==> src/rtl/ps2_regfile.sv <==
module ps2_regfile #(
  parameter int AW = 12,
  parameter int DW = 32
) (
  input  logic          clk,
  input  logic          rst_n,
  input  logic [AW-1:0] bus_addr,
  input  logic          bus_rd,
  input  logic          bus_wr,
  input  logic [DW-1:0] bus_wdata,
  output logic [DW-1:0] bus_rdata,
  input  logic          rx_valid,
  input  logic [7:0]    rx_byte,
  output logic          rx_pop,
  output logic [7:0]    tx_byte,
  output logic          tx_strobe,
  output logic          irq
);
  localparam int IW = AW - 2;
  localparam logic [IW-1:0] IX_CTRL = IW'(0);
  localparam logic [IW-1:0] IX_STAT = IW'(1);
  localparam logic [IW-1:0] IX_DATA = IW'(2);
  localparam logic [IW-1:0] IX_DIV  = IW'(3);
  localparam logic [IW-1:0] IX_INT  = IW'(4);
  localparam logic [IW-1:0] IX_ID   = IW'((1 << IW) - 8);

  logic [DW-1:0] ctrl_q, div_q, rdata_q, rd_mux;
  logic [7:0]    last_q, last_d;
  logic [IW-1:0] idx;
  logic          in_id;

  function automatic logic [7:0] id_byte(input logic [2:0] k);
    case (k)
      3'd0: id_byte = 8'h50;
      3'd1: id_byte = 8'h10;
      3'd2: id_byte = 8'h04;
      3'd3: id_byte = 8'h00;
      3'd4: id_byte = 8'h0D;
      3'd5: id_byte = 8'hF0;
      3'd6: id_byte = 8'h05;
      default: id_byte = 8'hB1;
    endcase
  endfunction

  assign idx       = bus_addr[AW-1:2];
  assign in_id     = idx >= IX_ID;
  assign rx_pop    = bus_rd & (idx == IX_DATA) & rx_valid;
  assign tx_strobe = bus_wr & (idx == IX_DATA);
  assign tx_byte   = bus_wdata[7:0];
  assign irq       = (ctrl_q[4] & rx_valid) | ctrl_q[3];
  assign last_d    = rx_pop ? rx_byte : last_q;
  assign bus_rdata = rdata_q;

  always_comb begin
    rd_mux = '0;
    if (in_id) begin
      rd_mux[7:0] = id_byte(idx[2:0]);
    end else begin
      case (idx)
        IX_CTRL: rd_mux = ctrl_q;
        IX_STAT: begin
          rd_mux[6] = 1'b1;
          rd_mux[4] = rx_valid;
          rd_mux[2] = ^last_q;
        end
        IX_DATA: rd_mux[7:0] = last_d;
        IX_DIV:  rd_mux = div_q;
        IX_INT: begin
          rd_mux[1] = 1'b1;
          rd_mux[0] = rx_valid;
        end
        default: rd_mux = '0;
      endcase
    end
  end

  always_ff @(posedge clk) begin
    if (!rst_n) begin
      ctrl_q  <= '0;
      div_q   <= '0;
      last_q  <= '0;
      rdata_q <= '0;
    end else begin
      last_q <= last_d;
      if (bus_wr && idx == IX_CTRL) ctrl_q <= bus_wdata;
      if (bus_wr && idx == IX_DIV)  div_q  <= bus_wdata;
      if (bus_rd) rdata_q <= rd_mux;
    end
  end
endmodule


==> config.mk <==
export PLATFORM = sky130hd
export DESIGN_NAME = ps2_regfile
export DESIGN_NICKNAME = d
export VERILOG_FILES = /design/src/rtl/ps2_regfile.sv
export SDC_FILE = /design/constraint.sdc
export NUM_CORES = 1
export LEC_CHECK = 0
export ABC_CLOCK_PERIOD_IN_PS = 4000
export BUFFER_PORTS_ARGS = -buffer_cell sky130_fd_sc_hd__clkbuf_2
export CORE_MARGIN = 2
export CORE_UTILIZATION = 58
export DETAILED_ROUTE_END_ITERATION = 8
export GPL_ROUTABILITY_DRIVEN = 0
export PLACE_DENSITY = 0.85
export SLEW_MARGIN = 20
export SYNTH_ARGS = -nofsm -noshare
export SYNTH_HDL_FRONTEND = slang
export SYNTH_SLANG_ARGS = --single-unit
==> constraint.sdc <==
create_clock -name clk -period 4 [get_ports clk]
set_input_delay 0.4 -clock clk [delete_from_list [all_inputs] [get_ports clk]]
set_output_delay 0.4 -clock clk [all_outputs]
set_load 0.02 [all_outputs]
=== Word-level counts from Yosys, hierarchy flattened ===
Index checks and enable logic that the tools add are counted.

* Bits in read-only memories: 0
* Register bits after elaboration: 104
* Bits of input ports: 57
* Memory bits (writable): 0
* Latch bits: 0
* Memories kept: 0
* Word-level logic and storage cells: 37
* Output and inout port bits: 43

* Bitwise gates (word level): 5
* Magnitude comparators: 1
* Multiplexer cells: 12
* Multiply operators: 0
* Eq/ne operators: 10
* Divide/modulo/power cells: 0
* Reductions and logical operators: 5
* Shift operators: 0
* $add $sub $neg: 0

{| class="wikitable"
|+ Operator list
! kind !! count
|-
| one-hot mux 8 bit (7 select lines) || 1
|-
| one-hot mux 24 bit (2 select lines) || 1
|-
| two-way mux 24 bit || 1
|-
| equality test 10 x 2 -> 1 bit, second input constant || 2
|-
| two-way mux 8 bit || 2
|-
| one-hot mux 1 bit (4 select lines) || 3
|-
| equality test 10 x 1 -> 1 bit, second input constant || 1
|-
| equality test 10 x 3 -> 1 bit, second input constant || 1
|-
| >= comparator 10 bit, second input constant || 1
|-
| zero test 10 bit || 1
|-
| equality test 3 bit, second input constant || 3
|-
| one-hot mux 1 bit (3 select lines) || 3
|-
| one-hot mux 2 bit (4 select lines) || 1
|-
| XOR reduction 8 bit || 1
|-
| equality test 3 x 2 -> 1 bit, second input constant || 2
|-
| bitwise AND 1 bit || 4
|-
| equality test 3 x 1 -> 1 bit, second input constant || 1
|-
| zero test 3 bit || 1
|-
| logical AND 1 bit || 2
|-
| OR 1 bit || 1
|}

=== Depth between registers and ports, before layout ===
* Depth after elaboration: 6
* Depth in mapped cells: 8
* Mapped depth without buffers: 5

=== Worst setup path before layout ===
OpenSTA, ideal clock, no wires.

* Path kind: input port to flip-flop
* Start: in bus_addr[7]
* End: reg rdata_q[2], in the netlist bus_rdata[2]
* Buffers on the path: 1
* Data arrival time: 2.216 ns
* Setup slack: 1.664 ns
* Stages on the path: 6
* Data required time: 3.880 ns
* Library setup time: 0.120 ns
* Path through: or4_4 > or4_4 > buf_6 > mux2_4 > a221oi_2 > nor2_1

* Cells in the longest elaborated chain, start to end: 6
* Elaborated cells between the ends (all ways): 10
* Those cells by class: order compare (1); eq/ne (3); mux (3); bitwise (2); reduce/logical (1)

{| class="wikitable"
|+ RTL lines
! element !! line !! RTL
|-
| start, declared || 7 || <nowiki>input logic [AW-1:0] bus_addr,</nowiki>
|-
| equality test 10 x 2 -> 1 bit || 47, 59 ||
|-
| bitwise AND 1 bit (2 in a row) || 47 || <nowiki>assign rx_pop = bus_rd & (idx == IX_DATA) & rx_valid;</nowiki>
|-
| two-way mux 8 bit || 51 || <nowiki>assign last_d = rx_pop ? rx_byte : last_q;</nowiki>
|-
| one-hot mux 1 bit (4 select lines) || 59 || <nowiki>case (idx)</nowiki>
|-
| two-way mux 8 bit (*) || 56 || <nowiki>if (in_id) begin</nowiki>
|-
| end signal, assigned || 87 || <nowiki>if (bus_rd) rdata_q <= rd_mux;</nowiki>
|-
| end, declared || 27 || <nowiki>logic [DW-1:0] ctrl_q, div_q, rdata_q, rd_mux;</nowiki>
|}

Every way passes the cells marked *; elsewhere a longest branch is shown, timed or not.
A chain may end at the register's enable or synchronous reset.

=== Worst setup path in the final report ===
* Start: in bus_addr[2]
* End: out rx_pop

* Cells in the longest elaborated chain, start to end: 3

{| class="wikitable"
|+ RTL lines
! element !! line !! RTL
|-
| equality test 10 x 2 -> 1 bit || 47 ||
|-
| bitwise AND 1 bit (2 in a row) || 47 ||
|-
| end, declared || 14 || <nowiki>output logic rx_pop,</nowiki>
|}

Every way passes these cells.

==> run_results.csv <==
group,metric,value,unit
outcome,run_status,"finished, final reports clean",
sta,period_share,64.59,%
setup_path,path_max_fanout,21,
routing,drt-pass1-iter-count,5,
global_routing,top_usage_layer,"met2",
layout,utilization,69.23,%
layout,antenna_cells,0,
sta,slew-limit-headroom,38.33,%
clocking,numCtsBuffers,9,
min_path,hold_class,"in2reg",
yosys,yosysSeqAreaShare,46.91,%
sta,rsz0062_at_grt,"no",
power_and_ir_drop,combPwrFrac,6.5,%
clocking,cts_resized,0,
clocking,h-tree-depth,3,
setup_path,r2r_cells,5,
global_routing,grt_pass1_wl,17.75,mm
layout,fill_cells,584,
floorplanning,fp.coreArea,7331,um^2
layout,drive_above_1_share,21.89,%
layout,syn2layout_area_growth,14.35,%
sta,fin_skew,9.460,ps
yosys,syn-instance-count,532,
routing,final_antenna_net_count,0,
yosys,synthesis.area,4438,um^2
yosys,yosys-top-cells-area,"dfxtp_1 (47%), nand2_1 (14%), a21boi_0 (11%), o21ai_0 (4.3%), a22oi_1 (4.1%)",
global_routing,grt_antenna_before_repair,0,
layout,layout.nets,655,
power_and_ir_drop,power_frac_seq,59.0,%
routing,initialDrtViolationCount,348,
sta,slew_violations,0,
yosys,synth_top_cell_by_area,"dfxtp_1",
power_and_ir_drop,leakagePower,1.940,nW
yosys,syn-num-nets,589,
global_routing,overflow,0,
clocking,post_cts_buffers,0,
setup_path,end_kind,"primary output",
sta,fin_crit,2584,ps
floorplanning,die_x,91.48,um
sta,max_freq,0.3871,GHz
global_routing,grt.met3_usage,3.485,%
sta,finalSetupViolCount,0,
sta,setup_tns,0,ps
global_routing,grt_use_met1,36.83,%
power_and_ir_drop,p_int,1.315,mW
clocking,cts_sinks,104,
placed_design,dp_hpwl,7.361,mm
power_and_ir_drop,p_clk_share,34.4,%
routing,route.vias.total,3949,
routing,wirelength,10.80,mm
clocking,cts_root_buf,"clkbuf_8",
routing,via_per_inst,5.625,
sta,worst_pin_slew,922.5,ps
yosys,yosys_most_used_dff,"dfxtp_1",
setup_path,critPathArrivalTime,2180,ps
global_routing,grt_use_met2,41.18,%
yosys,synth_top_area_share,46.91,%
routing,wire_per_inst,15.38,um
clocking,ctsHoldBuffers,0,
flow_run,maxCapViolCount,0,
floorplanning,start_util,60.54,%
yosys,synth_edf_count,0,
power_and_ir_drop,switching_share,25.34,%
setup_path,path_class,"in2out",
placed_design,io_buffers,97,
floorplanning,die_y,91.48,um
min_path,hold_depth,3,
layout,final-seq-area,2082,um^2
yosys,ys_types,45,
routing,drc,0,
setup_path,crit_path_start_kind,"primary input",
yosys,syn_area_per_cell,8.342,um^2
layout,multiInputGateArea,2141,um^2
floorplanning,dieArea,8368,um^2
power_and_ir_drop,irDropWorstVdd,0.2308,mV
clocking,cts_tree,"done",
clocking,clkSlewWorstSetupHoldPaths,100,ps
setup_path,required,3600,ps
global_routing,grt_max_degree,65,
floorplanning,fp-row-count,31,
yosys,synth_seq_cells,104,
setup_path,regToRegSetupSlack,2720,ps
sta,hold_viol,0,
clocking,clk_path_buf_depth,2,
floorplanning,ios,100,
power_and_ir_drop,power_switching,446.4,uW
global_routing,track_usage,26.20,%
yosys,yosys_warnings,0,
power_and_ir_drop,cellPowerDensity,347.1,nW/um^2
yosys,synthArstFlopShare,0,%
global_routing,first_global_vias,3701,
clocking,clk_latency,370,ps
sta,whs,262.0,ps
[per-layer routing]
layer	routed length, um	vias to the layer above
met5	0	-
met4	226	0
met3	815	22
met2	4929	169
met1	4826	1824
li1	-	1934
[cells in the mapped netlist, types with 2 or more instances]
library cell  instances
and3_1                2
mux2i_1              15
a22oi_1              24
dfxtp_1             104
a221oi_1              3
or4_4                 2
nor2b_1               8
buf_4                 8
nand2_1             161
nor3_1                3
nor2_1               10
clkbuf_1             39
inv_1                 5
a21boi_0             64
o21ai_0              38
nand3_1               2
and2_1                3
or2_2                 2
xnor2_1               6
xor2_1                2
nor4_1                2
a21oi_1               6
[worst paths after layout]
path / to / from
max: rx_pop / bus_addr[2]
min: ctrl_q[31] / bus_wdata[31]
max reg2reg: bus_rdata[2] / last_q[1]
min reg2reg: bus_rdata[12] / bus_rdata[12]
[state kept, by name (all words and copies together), names as in the netlist]
register and cells:
bus_rdata 32, ctrl_q 32, last_q 8, div_q 32
[layout by cell type (no fill, tap or decap), types with 2 or more instances in the layout]
cell type,count
nand2_1,159
dfxtp_1,104
clkbuf_2,97
a21boi_0,64
o21ai_0,38
a22oi_1,24
mux2i_1,15
nor2_1,10
clkbuf_8,9
nor2b_1,7
a21oi_1,6
xnor2_1,6
buf_4,6
inv_1,5
nor3_1,3
and2_1,3
a221oi_1,3
clkinvlp_4,3
or4_4,2
and3_1,2
nor4_1,2
nand2_2,2
nand3_1,2
or2_2,2
xor2_1,2
inv_8,2
clkinv_2,2
[power groups by stage]
stage / Sequential [mW] / Combinational (mW) / Clock (mW)
2_1_floorplan: 1.07 / 0.0597 / 0
3_3_place_gp: 1.06 / 0.110 / 0
3_5_place_dp: 1.06 / 0.113 / 0
4_1_cts: 1.04 / 0.113 / 0.609
5_1_grt: 1.04 / 0.124 / 0.648
6_report: 1.04 / 0.115 / 0.607
[worst max-delay path, stage by stage]
cell	delay, ps
clkbuf_2	260
nand3b_1	540
or4_4	730
inv_1	80
clkbuf_2	160
[metrics by stage]
| stage | std cells | setup slack (ps) | power [mW] | cell area (um^2) |
|---|---|---|---|---|
| after floorplan | 532 | 1664 | 1.127 | 4438 |
| after global placement | 686 | 1240 | 1.174 | 4886 |
| after detailed placement | 686 | 1200 | 1.177 | 4891 |
| after CTS | 702 | 1420 | 1.762 | 5070 |
| after global routing | 702 | 1327 | 1.812 | 5075 |
| final | 702 | 1416 | 1.762 | 5075 |
[final cells by class]
| type | instances | area share [%] |
|---|---|---|
| clock buffer | 9 | 2.441 |
| clock inverter | 7 | 1.085 |
| inverter | 5 | 0.3698 |
| multi-input combinational | 375 | 42.18 |
| sequential | 104 | 41.03 |
| tap | 99 | 2.441 |
| timing repair buffer | 103 | 10.45 |
[kinds of logic after synthesis]
family,after synthesis,synth area share (%)
AND/OR/NAND/NOR,203,19.34
AO/OA/AOI/OAI,147,22.86
XOR/XNOR,8,1.579
flip-flops,104,46.91
buffers and inverters,53,5.329
multiplexers,17,3.975
Power figures use the tool's default switching activity.
